==> src/rtl/occ_pkg.sv <==
package occ_pkg;
  typedef enum logic [1:0] {
    ACT_NONE   = 2'b00,
    ACT_TOGGLE = 2'b01,
    ACT_CLEAR  = 2'b10,
    ACT_SET    = 2'b11
  } occ_act_e;
endpackage

==> src/rtl/occ_regfile.sv <==
module occ_regfile #(
  parameter int NUM_CH = 3,
  parameter int DATA_W = 8,
  parameter int ADDR_W = 4,
  localparam int CNT_W = 2 * DATA_W,
  localparam int ACT_ADDR = 2 * NUM_CH,
  localparam int FLAG_ADDR = 2 * NUM_CH + 1
) (
  input  logic                           clk,
  input  logic                           rst_n,
  input  logic                           we,
  input  logic [ADDR_W-1:0]              addr,
  input  logic [DATA_W-1:0]              wdata,
  output logic [NUM_CH-1:0][CNT_W-1:0]   cmp_o,
  output logic [NUM_CH-1:0][1:0]         act_o,
  output logic [NUM_CH-1:0]              inhibit_o,
  output logic [NUM_CH-1:0]              flag_clr_o
);
  logic act_sel;
  logic flag_sel;

  assign act_sel  = we && (addr == ADDR_W'(ACT_ADDR));
  assign flag_sel = we && (addr == ADDR_W'(FLAG_ADDR));

  for (genvar i = 0; i < NUM_CH; i++) begin : g_ch
    logic hi_sel, lo_sel;
    assign hi_sel = we && (addr == ADDR_W'(2 * i));
    assign lo_sel = we && (addr == ADDR_W'(2 * i + 1));

    always_ff @(posedge clk) begin
      if (!rst_n) begin
        cmp_o[i]     <= '1;
        act_o[i]     <= occ_pkg::ACT_NONE;
        inhibit_o[i] <= 1'b0;
      end else begin
        inhibit_o[i] <= hi_sel;
        if (hi_sel) cmp_o[i][CNT_W-1:DATA_W] <= wdata;
        if (lo_sel) cmp_o[i][DATA_W-1:0] <= wdata;
        if (act_sel) act_o[i] <= wdata[2*i +: 2];
      end
    end

    assign flag_clr_o[i] = flag_sel && wdata[i];
  end
endmodule

==> src/rtl/occ_channel.sv <==
module occ_channel #(
  parameter int CNT_W = 16
) (
  input  logic             clk,
  input  logic             rst_n,
  input  logic             cnt_en,
  input  logic [CNT_W-1:0] cnt_val,
  input  logic [CNT_W-1:0] cmp_i,
  input  logic [1:0]       act_i,
  input  logic             inhibit_i,
  input  logic             flag_clr_i,
  output logic             match_o,
  output logic             pin_o,
  output logic             flag_o
);
  import occ_pkg::*;

  occ_act_e act;
  assign act = occ_act_e'(act_i);
  assign match_o = cnt_en && (cnt_val == cmp_i) && !inhibit_i;

  always_ff @(posedge clk) begin
    if (!rst_n) begin
      pin_o  <= 1'b0;
      flag_o <= 1'b0;
    end else begin
      flag_o <= match_o | (flag_o & ~flag_clr_i);
      if (match_o) begin
        case (act)
          ACT_TOGGLE: pin_o <= ~pin_o;
          ACT_CLEAR:  pin_o <= 1'b0;
          ACT_SET:    pin_o <= 1'b1;
          default:    pin_o <= pin_o;
        endcase
      end
    end
  end
endmodule

==> src/rtl/occ_rdmux.sv <==
module occ_rdmux #(
  parameter int NUM_CH = 3,
  parameter int DATA_W = 8,
  parameter int ADDR_W = 4,
  localparam int CNT_W = 2 * DATA_W,
  localparam int ACT_ADDR = 2 * NUM_CH,
  localparam int FLAG_ADDR = 2 * NUM_CH + 1
) (
  input  logic [ADDR_W-1:0]            addr,
  input  logic [NUM_CH-1:0][CNT_W-1:0] cmp_i,
  input  logic [NUM_CH-1:0][1:0]       act_i,
  input  logic [NUM_CH-1:0]            flag_i,
  output logic [DATA_W-1:0]            rdata
);
  always_comb begin
    rdata = '0;
    for (int i = 0; i < NUM_CH; i++) begin
      if (addr == ADDR_W'(2 * i)) rdata = cmp_i[i][CNT_W-1:DATA_W];
      if (addr == ADDR_W'(2 * i + 1)) rdata = cmp_i[i][DATA_W-1:0];
    end
    if (addr == ADDR_W'(ACT_ADDR)) begin
      for (int i = 0; i < NUM_CH; i++) rdata[2*i +: 2] = act_i[i];
    end
    if (addr == ADDR_W'(FLAG_ADDR)) begin
      for (int i = 0; i < NUM_CH; i++) rdata[i] = flag_i[i];
    end
  end
endmodule

==> src/rtl/occ_bank.sv <==
module occ_bank #(
  parameter int NUM_CH = 3,
  parameter int DATA_W = 8,
  parameter int ADDR_W = 4,
  localparam int CNT_W = 2 * DATA_W
) (
  input  logic              clk,
  input  logic              rst_n,
  input  logic              bus_we,
  input  logic [ADDR_W-1:0] bus_addr,
  input  logic [DATA_W-1:0] bus_wdata,
  output logic [DATA_W-1:0] bus_rdata,
  input  logic              cnt_en,
  input  logic [CNT_W-1:0]  cnt_val,
  output logic [NUM_CH-1:0] pin_out,
  output logic [NUM_CH-1:0] match_flag
);
  logic [NUM_CH-1:0][CNT_W-1:0] cmp;
  logic [NUM_CH-1:0][1:0]       act;
  logic [NUM_CH-1:0]            inhibit;
  logic [NUM_CH-1:0]            flag_clr;
  logic [NUM_CH-1:0]            match_pulse;

  occ_regfile #(.NUM_CH(NUM_CH), .DATA_W(DATA_W), .ADDR_W(ADDR_W)) regs_i (
    .clk(clk), .rst_n(rst_n), .we(bus_we), .addr(bus_addr), .wdata(bus_wdata),
    .cmp_o(cmp), .act_o(act), .inhibit_o(inhibit), .flag_clr_o(flag_clr)
  );

  for (genvar i = 0; i < NUM_CH; i++) begin : g_chan
    occ_channel #(.CNT_W(CNT_W)) ch_i (
      .clk(clk), .rst_n(rst_n), .cnt_en(cnt_en), .cnt_val(cnt_val),
      .cmp_i(cmp[i]), .act_i(act[i]), .inhibit_i(inhibit[i]),
      .flag_clr_i(flag_clr[i]), .match_o(match_pulse[i]),
      .pin_o(pin_out[i]), .flag_o(match_flag[i])
    );
  end

  occ_rdmux #(.NUM_CH(NUM_CH), .DATA_W(DATA_W), .ADDR_W(ADDR_W)) rd_i (
    .addr(bus_addr), .cmp_i(cmp), .act_i(act), .flag_i(match_flag), .rdata(bus_rdata)
  );
endmodule

==> config.mk <==
export PLATFORM = sky130hd
export DESIGN_NAME = occ_bank
export DESIGN_NICKNAME = d
export VERILOG_FILES = /design/src/rtl/occ_pkg.sv /design/src/rtl/occ_regfile.sv /design/src/rtl/occ_channel.sv /design/src/rtl/occ_rdmux.sv /design/src/rtl/occ_bank.sv
export SDC_FILE = /design/constraint.sdc
export NUM_CORES = 1
export LEC_CHECK = 0
export ABC_AREA = 1
export ABC_CLOCK_PERIOD_IN_PS = 1900
export BUFFER_PORTS_ARGS = -buffer_cell sky130_fd_sc_hd__buf_2
export CAP_MARGIN = 20
export CORE_ASPECT_RATIO = 1.1
export CORE_MARGIN = 2
export CORE_UTILIZATION = 60
export CTS_CLUSTER_SIZE = 24
export DETAILED_ROUTE_END_ITERATION = 10
export GPL_ROUTABILITY_DRIVEN = 0
export GPL_TIMING_DRIVEN = 0
export PLACE_DENSITY = 0.82
export SKIP_CTS_REPAIR_TIMING = 1
export SLEW_MARGIN = 20
export SYNTH_ARGS = -nofsm -noshare
export SYNTH_HDL_FRONTEND = slang
export SYNTH_SLANG_ARGS = --single-unit
==> constraint.sdc <==
create_clock -name clk -period 1.9 [get_ports clk]
set_clock_uncertainty 0.1 [all_clocks]
set_input_delay 0.095 -clock clk [delete_from_list [all_inputs] [get_ports clk]]
set_output_delay 0.095 -clock clk [all_outputs]
set_load 0.005 [all_outputs]
==> results of run 1 <==
cell usage in the layout (no fill, tap or decap), types with 4 or more instances in the layout:
| master | n |
|---|---|
| nand2_1 | 185 |
| inv_1 | 70 |
| dfxtp_1 | 63 |
| buf_2 | 43 |
| nor2_1 | 41 |
| a21oi_1 | 40 |
| o21ai_0 | 29 |
| o211ai_1 | 26 |
| nand3_1 | 22 |
| clkbuf_8 | 13 |
| nand4_1 | 11 |
| buf_4 | 11 |
| o22ai_1 | 7 |
| clkbuf_1 | 7 |
| xnor2_1 | 7 |
| nor2_4 | 6 |
| inv_2 | 4 |
| dlygate4sd3_1 | 4 |
flip-flops by register name, summed over array words and instances (netlist names):
name	count
regs_i.inhibit_o	3
g_chan.ch_i.flag_o	3
g_chan.ch_i.pin_o	3
regs_i.act_o	6
regs_i.cmp_o	48
per-stage QoR:
step / worst slack (ns) / power (W) / utilization, %
6_report: 0.1429 / 0.002891 / 71.16
5_1_grt: 0.05682 / 0.002984 / 71.16
4_1_cts: 0.1656 / 0.002871 / 70.46
3_5_place_dp: 0.2436 / 0.001766 / 67.10
3_3_place_gp: 0.3006 / 0.001759 / 67.10
2_1_floorplan: 0.6618 / 0.001609 / -
worst min path at each step:
stage | endpoint | slack (ns) | cells after the start
after floorplan | regs_i.cmp_o[29] | 0.12 | 2
after global placement | g_chan[1].ch_i.pin_o | 0.28 | 3
after detailed placement | g_chan[1].ch_i.pin_o | 0.28 | 3
after CTS | g_chan[1].ch_i.pin_o | -0.09 | 3
after global routing | regs_i.act_o[1] | 0.02 | 3
final | regs_i.act_o[1] | 0.0007 | 3
power breakdown:
part	internal [W]	leakage [nW]	switching (W)
Combinational	0.000134	1.57	0.000257
Sequential	0.00134	0.511	0.0000189
Clock	0.000609	0.105	0.000527
Total	0.00209	2.19	0.000803
tightest hold or removal path, stage by stage:
cell,delay [ns]
buf_4,0.17
nand3_1,0.09
a21oi_1,0.06
per-layer routing:
layer / GRT usage, % / vias up
met2: 53.83 / 205
met1: 43.45 / 1750
met5: 0 / -
met4: 20.45 / 0
met3: 5.638 / 36
li1: - / 1874
cell type report:
cell class	count	share of cell area, %
plain buffers	22	3.596
clock buffers	13	4.358
clock inverters	3	0.3657
inverters	75	7.041
multi-input cells	390	45.47
flip-flops and latches	63	30.72
well taps	77	2.347
repair buffers	46	6.096
kinds of logic after synthesis:
kind of cell	Yosys count
xor+xnor	7
simple gates	277
buf+inv	97
compound gates	106
flops	63
==> results.cfg, run 1 <==
[logic_synthesis]
ys_top_cells_by_count = 185 x nand2_1, 70 x inv_1, 63 x dfxtp_1
yosysMostFrequentCell = nand2_1
netlist.top_cell.by_area = dfxtp_1
yosysWarnings = 0
postSynthCellCount = 550
syn-cell-area_sq_mm = 0.003565
synth_compound_gate_area_share_pct = 17.27
synth-xor-area-share_pct = 1.720
synthFlopType = dfxtp_1
synth_top_family_by_area = simple AND/OR/NAND/NOR gates
yosys.area.top_type_share_pct = 35.38
synthAdderAreaFrac_pct = 0
ys_types = 26
postSynthRegisterBits = 63
synth-edff-count = 0
synth.mux.area_fraction_pct = 0
synth_area_leaders = dfxtp_1 35%, nand2_1 19%, inv_1 7.4%, a21oi_1 5.6%, o211ai_1 5.5%
ys_seq_area_share_pct = 35.38
async_flop_share_pct = 0
synthSimpleGateAreaFrac_pct = 33.38
syn_avg_cell_area_sq_um = 6.481
synth_fp_nets = 582

[clock_tree]
cts_made_buffers = 9
cts.path.max_buffers = 2
clk_latency_ns = 0.36
ctsRootBufferMaster = clkbuf_8
tritoncts = built
clk_pin_slew_worst_paths_ns = 0.07
clock-sinks = 63
cts_htree_levels = 3

[finish]
nNetsFinal = 639
multi_input_area_sq_mm = 0.001867
stdcell_count = 689
areaGrowthSynthToFinish_pct = 15.16
antenna_cells = 0
drive_gt1_share_pct = 15.20
fillCellCount = 499
stdcell_area_sq_mm = 0.004105
seq_area_sq_mm = 0.001261

[hold_path]
min-delay-start = bus_we
hold_path_class = in2reg

[critical_path]
crit_arrival_ns = 1.56
slowest_delay_ns = 0.32
slowest_stage = dfxtp_1
startpoint = regs_i.cmp_o[3]
crit_end = bus_rdata[3]
crit_required_ns = 1.70
reg2reg_depth = 11
reg2reg_from = regs_i.cmp_o[23]
critPathBufInv = 2
r2r_slack_ns = 0.17
cp-end-kind = output pin
crit_cells = 7
path_common_cell = a21oi_1
path_class = reg2out
path_max_fanout = 3
r2r-end = g_chan[1].ch_i.pin_o
start_kind = register
cp_cell_sequence = inv_1 > o22ai_1 > a21oi_1 > o21ai_0 > a21oi_1 > nand3_1 > buf_2
cpLargestDelayFamily = compound AO/OA/AOI/OAI gates

[detailed_routing]
wl_met2_microns = 5056
vias = 3865
via_per_inst = 5.610
drt-met1-wl_microns = 4412
wl_per_cell_microns = 15.71
drc = 0
highest_layer = met4
antenna_left = 0
dr.pass1.iters = 5
wl_met3_microns = 882
drt_wl_total_microns = 10830
drt_iter0_drc = 372

[timing]
setup_viol = 0
timing.hold.ws_ns = 0.0007443
slew_headroom_pct = 55.67
final_hold_viol_count = 0
final.setup.tns_ns = 0
tightest_slew_ns = 0.6650
fin_crit_sh_pct = 92.48
maxSlewViolCount = 0
finalWorstPathRequiredPeriod_ns = 1.757
fmax_mhz = 569.1
grt_setup_unrepaired = false

[pwr]
vdd_ir_drop_max_v = 0.0004410
power.density_mw_per_mm2 = 704.3
p_leak_nw = 2.187

[grt]
grtUsageTotal_pct = 33.91
grt_pass1_wl_microns = 16940
grt_overflow_total = 0
antenna_found_initial = 0
grt_pass1_vias = 3562
grt_max_degree = 11

[place]
port_buffers = 42
place_inst = 669
place_area_sq_mm = 0.003871
hpwlAfterDp_microns = 8209

[floorplanning]
die_w_microns = 77.49
pin_count = 46
die_area_sq_mm = 0.006574
rows = 29
die_y_microns = 84.84
coreArea_sq_mm = 0.005769
initial_core_util_pct = 61.79

[flow_run]
cap_violations = 0

[outcome]
outcome = finished, final reports clean
No activity file was read; power rests on OpenSTA's default activity.
==> run 2, diff against run 1 <==
--- a/config.mk
+++ b/config.mk
@@ -17,6 +17,7 @@
 export GPL_ROUTABILITY_DRIVEN = 0
 export GPL_TIMING_DRIVEN = 0
 export PLACE_DENSITY = 0.82
+export REMOVE_ABC_BUFFERS = 1
 export SKIP_CTS_REPAIR_TIMING = 1
 export SLEW_MARGIN = 20
 export SYNTH_ARGS = -nofsm -noshare
==> run 2 against run 1 <==
Net effect: the run now ends with hold timing left; sequential share of layout area increased by 1.1 points; first-iteration DRC count increased by 8.1%; total power decreased by 3.3%; largest power group unchanged; highest routed layer unchanged.
==> results.cfg, run 2 (synthesized netlist as in run 1, its figures left out) <==
[detailed_routing]
antenna_left = 0
via_per_inst = 5.556
wl_per_cell_microns = 14.66
drt_iter0_drc = 402
vias = 3728
dr.pass1.iters = 5
drc = 0
drt_wl_total_microns = 9835

[finish]
top_register = regs_i.cmp_o
final_common_cell = nand2_1
areaGrowthSynthToFinish_pct = 11.23
nNetsFinal = 621
seq_area_sq_mm = 0.001261
top_regs = regs_i.cmp_o: 48 flops, regs_i.act_o: 6 flops
mostFrequentLayoutCells = 185 x nand2_1, 70 x inv_1, 63 x dfxtp_1, 45 x buf_2, 41 x nor2_1
antenna_cells = 0
largest_reg_flops = 48
drive_gt1_share_pct = 13.30
stdcell_count = 671
stdcell_area_sq_mm = 0.003965
fillCellCount = 534
multi_input_area_sq_mm = 0.001867

[critical_path]
slowest_delay_ns = 0.31
path_max_fanout = 4
path_common_cell = a21oi_1
cp-end-kind = output pin
crit_cells = 7
slowest_stage = dfxtp_1
reg2reg_depth = 10
critPathBufInv = 2
start_kind = register
cpLargestDelayFamily = compound AO/OA/AOI/OAI gates
path_class = reg2out
crit_required_ns = 1.70
crit_arrival_ns = 1.53
cp_cell_sequence = inv_1 > o22ai_1 > a21oi_1 > o21ai_1 > a21oi_1 > nand3_1 > buf_2

[place]
hpwlAfterDp_microns = 7292
dp_slack_ns = -0.06197
place_area_sq_mm = 0.003739
place_inst = 650
port_buffers = 45

[grt]
antenna_found_initial = 0
grt_pass1_vias = 3292
grtUsageTotal_pct = 30.50
grt_pass1_wl_microns = 15500
grt_max_degree = 34
grt_overflow_total = 0

[timing]
tightest_slew_ns = 1.073
fmax_mhz = 581.2
timing.hold.ws_ns = -0.01083
slew_headroom_pct = 28.36
maxSlewViolCount = 0
setup_viol = 0
final_hold_viol_count = 5
finalWorstPathRequiredPeriod_ns = 1.720
fin_crit_sh_pct = 90.55
grt_setup_unrepaired = false
layout_setup_ws_ns = 0.1795

[hold_path]
hold_path_class = in2reg
min_path_cells = 3

[pwr]
clockPowerShare_pct = 38.0
switching_power_w = 0.0007812
seqPwrFrac_pct = 48.7
p_int_w = 0.002016
power.density_mw_per_mm2 = 705.3
p_leak_nw = 2.098
swShare_pct = 27.93
power.share.combinational_pct = 13.3
vdd_ir_drop_max_v = 0.0007325

[flow_run]
cap_violations = 0

[outcome]
outcome = finished, violations left
violations = hold timing

[clock_tree]
cts_htree_levels = 3
cts.path.max_buffers = 2
cts_made_buffers = 9
clk_latency_ns = 0.35
clock-sinks = 63
clk_pin_slew_worst_paths_ns = 0.07
ctsRootBufferMaster = clkbuf_8
tritoncts = built

[floorplanning]
die_w_microns = 77.49
initial_core_util_pct = 61.79
die_area_sq_mm = 0.006574
coreArea_sq_mm = 0.005769
die_y_microns = 84.84
pin_count = 46
rows = 29
run 2: per-stage QoR:
step	TNS, ns	total power [W]	utilization, %
finish	0	0.002797	68.73
global route	0	0.002907	68.73
CTS	0	0.002784	67.86
detailed placement	-0.2950	0.001746	64.80
global placement	-0.5680	0.001740	64.80
floorplan	0	0.001587	-
run 2: final cells by class:
| class | count | area share (%) |
|---|---|---|
| clock buffer | 13 | 4.008 |
| clock inverter | 3 | 0.4418 |
| inverter | 75 | 7.289 |
| multi-input combinational | 390 | 47.08 |
| sequential | 63 | 31.81 |
| tap | 77 | 2.430 |
| timing repair buffer | 50 | 6.942 |
run 2: metal layers:
metal / routed length (microns) / track usage, %
met4: 246 / 13.31
met1: 4096 / 38.50
met2: 4632 / 51.46
met5: 0 / 0
met3: 861 / 5.213
run 2: worst paths after layout:
kind                                        from                    to  slack (ns)
worst min register to register   regs_i.act_o[1]       regs_i.act_o[1]        0.38
worst min-delay path                bus_wdata[4]      regs_i.cmp_o[28]       -0.01
worst max-delay path             regs_i.cmp_o[5]          bus_rdata[5]        0.18
worst max register to register  regs_i.cmp_o[46]  g_chan[2].ch_i.pin_o        0.31
run 2: worst register-to-register path: stages (launching register included):
cell	delay [ns]
dfxtp_1	0.34
inv_1	0.08
nand2_1	0.05
a21oi_1	0.19
nand2_1	0.12
nor2_1	0.24
nand4_1	0.13
nand2_1	0.10
nand2_1	0.05
nand2_1	0.06
nor2_1	0.04
run 2: power by group through the flow:
stage / sequential, W / clock [W] / combinational, W
floorplan: 0.00139 / 0 / 0.000200
finish: 0.00136 / 0.00106 / 0.000371
CTS: 0.00136 / 0.00107 / 0.000357
detailed placement: 0.00139 / 0 / 0.000355
global route: 0.00136 / 0.00113 / 0.000410
global placement: 0.00139 / 0 / 0.000349
==> run 3, diff against run 2 <==
--- a/config.mk
+++ b/config.mk
@@ -6,17 +6,18 @@
 export NUM_CORES = 1
 export LEC_CHECK = 0
 export ABC_AREA = 1
-export ABC_CLOCK_PERIOD_IN_PS = 1900
+export ABC_CLOCK_PERIOD_IN_PS = 2000
 export BUFFER_PORTS_ARGS = -buffer_cell sky130_fd_sc_hd__buf_2
 export CAP_MARGIN = 20
+export CELL_PAD_IN_SITES_DETAIL_PLACEMENT = 1
+export CELL_PAD_IN_SITES_GLOBAL_PLACEMENT = 1
 export CORE_ASPECT_RATIO = 1.1
 export CORE_MARGIN = 2
-export CORE_UTILIZATION = 60
+export CORE_UTILIZATION = 44
 export CTS_CLUSTER_SIZE = 24
 export DETAILED_ROUTE_END_ITERATION = 10
-export GPL_ROUTABILITY_DRIVEN = 0
 export GPL_TIMING_DRIVEN = 0
-export PLACE_DENSITY = 0.82
+export PLACE_DENSITY_LB_ADDON = 0.1
 export REMOVE_ABC_BUFFERS = 1
 export SKIP_CTS_REPAIR_TIMING = 1
 export SLEW_MARGIN = 20
==> constraint.sdc (replaced) <==
create_clock -name clk -period 2 [get_ports clk]
set_clock_uncertainty 0.1 [all_clocks]
set_input_delay 0.1 -clock clk [delete_from_list [all_inputs] [get_ports clk]]
set_output_delay 0.1 -clock clk [all_outputs]
set_load 0.005 [all_outputs]
==> run 3 against run 2 <==
Net effect: the run still ends with hold timing left; final cell count rose by 4.2%; largest cell class unchanged; largest power group unchanged; setup slack improved by 0.048 ns; critical endpoint is now regs_i.cmp_o[21]; global-route usage decreased by 2.2 points.
==> results.cfg, run 3 (synthesized netlist as in run 1, its figures left out) <==
[outcome]
outcome = finished, violations left
violations = hold timing

[grt]
grt_max_degree = 34
grt_pass1_vias = 3723
grt_overflow_total = 0
antenna_found_initial = 0
grt_pass1_wl_microns = 19450
grtUsageTotal_pct = 28.29

[critical_path]
reg2reg_depth = 11
crit_required_ns = 2.12
cp-end-kind = register
crit_arrival_ns = 1.90
r2r-end = g_chan[2].ch_i.pin_o
r2r_slack_ns = 0.34
reg2reg_from = regs_i.cmp_o[42]
path_max_fanout = 33
start_kind = input pin
path_class = in2reg

[floorplanning]
coreArea_sq_mm = 0.007870
die_w_microns = 89.82
die_area_sq_mm = 0.008838
rows = 34
die_y_microns = 98.40
pin_count = 46
initial_core_util_pct = 45.29

[timing]
layout_setup_ws_ns = 0.2272
slew_headroom_pct = 26.61
final_hold_viol_count = 1
finalWorstPathRequiredPeriod_ns = 1.773
final.setup.tns_ns = 0
fin_crit_sh_pct = 88.64
grt_setup_unrepaired = false
maxSlewViolCount = 0
setup_viol = 0
timing.hold.ws_ns = -0.0003596
tightest_slew_ns = 1.100
fmax_mhz = 564.1

[clock_tree]
cts_htree_levels = 3
clock-sinks = 63
ctsRootBufferMaster = clkbuf_8
clk_latency_ns = 0.35
cts_made_buffers = 9
cts.path.max_buffers = 2
tritoncts = built
clk_pin_slew_worst_paths_ns = 0.08

[pwr]
power.density_mw_per_mm2 = 681.0
vdd_ir_drop_max_v = 0.0003010
p_leak_nw = 2.094

[hold_path]
hold_path_class = in2reg
hold_path_end = regs_i.cmp_o[28]
min-delay-start = bus_wdata[4]
min_path_cells = 3

[finish]
stdcell_count = 699
stdcell_area_sq_mm = 0.003990
top_register = regs_i.cmp_o
mostFrequentLayoutCells = 185 x nand2_1, 70 x inv_1, 63 x dfxtp_1, 45 x buf_2, 41 x nor2_1
antenna_cells = 0
drive_gt1_share_pct = 13.54
final_common_cell = nand2_1
top_regs = regs_i.cmp_o: 48 flops, regs_i.act_o: 6 flops
largest_reg_flops = 48
areaGrowthSynthToFinish_pct = 11.93
fillCellCount = 1128
nNetsFinal = 619

[place]
hpwlAfterDp_microns = 9114
dp_slack_ns = -0.08369
place_inst = 681
port_buffers = 45
place_area_sq_mm = 0.003777
place_congestion = 0.8890

[detailed_routing]
antenna_left = 0
via_per_inst = 5.349
dr.pass1.iters = 4
wl_met2_microns = 6034
drt-met1-wl_microns = 5451
drt_wl_total_microns = 12310
drt_iter0_drc = 179
highest_layer = met4
wl_met3_microns = 562
vias = 3739
drc = 0
wl_per_cell_microns = 17.61

[flow_run]
cap_violations = 0
run 3: routing by layer:
layer  global-route usage [%]  vias up
li1                         -     1834
met1                    35.40     1792
met2                    50.64       92
met3                    3.549       21
met4                    9.349        0
met5                        0        -
run 3: worst max path at each step:
stage / from / endpoint / slack, ns / cells after the start
2_1_floorplan: regs_i.cmp_o[23] / g_chan[1].ch_i.pin_o / 0.76 / 11
3_3_place_gp: rst_n / regs_i.cmp_o[10] / -0.06 / 4
3_5_place_dp: rst_n / regs_i.cmp_o[8] / -0.08 / 4
4_1_cts: rst_n / regs_i.cmp_o[21] / 0.24 / 4
5_1_grt: rst_n / regs_i.cmp_o[21] / 0.07 / 4
6_report: rst_n / regs_i.cmp_o[21] / 0.23 / 4
run 3: metrics by stage:
step / utilization [%] / power [W]
final: 50.70 / 0.002717
after global routing: 50.70 / 0.002816
after CTS: 50.32 / 0.002720
after detailed placement: 48.00 / 0.001681
after global placement: 48.00 / 0.001670
after floorplan: - / 0.001507
run 3: area by class of cell:
| cell class | instances | area [sq um] | share of cell area [%] |
|---|---|---|---|
| multi-input combinational | 390 | 1867 | 46.79 |
| sequential | 63 | 1261 | 31.61 |
| inverter | 75 | 289.0 | 7.244 |
| timing repair buffer | 48 | 255.2 | 6.397 |
| clock buffer | 12 | 165.2 | 4.139 |
| tap | 108 | 135.1 | 3.387 |
| clock inverter | 3 | 17.52 | 0.4390 |
run 3: critical path: stages:
cell     delay, ns
buf_2         0.58
inv_1         0.71
a21oi_1       0.36
o21ai_0       0.13
run 3: where the power goes:
group          leakage [nW]  internal [W]  switching [W]
combinational          1.49      0.000121       0.000247
clock                0.0942      0.000540       0.000514
sequential            0.511       0.00128      0.0000179
total                  2.09       0.00194       0.000779
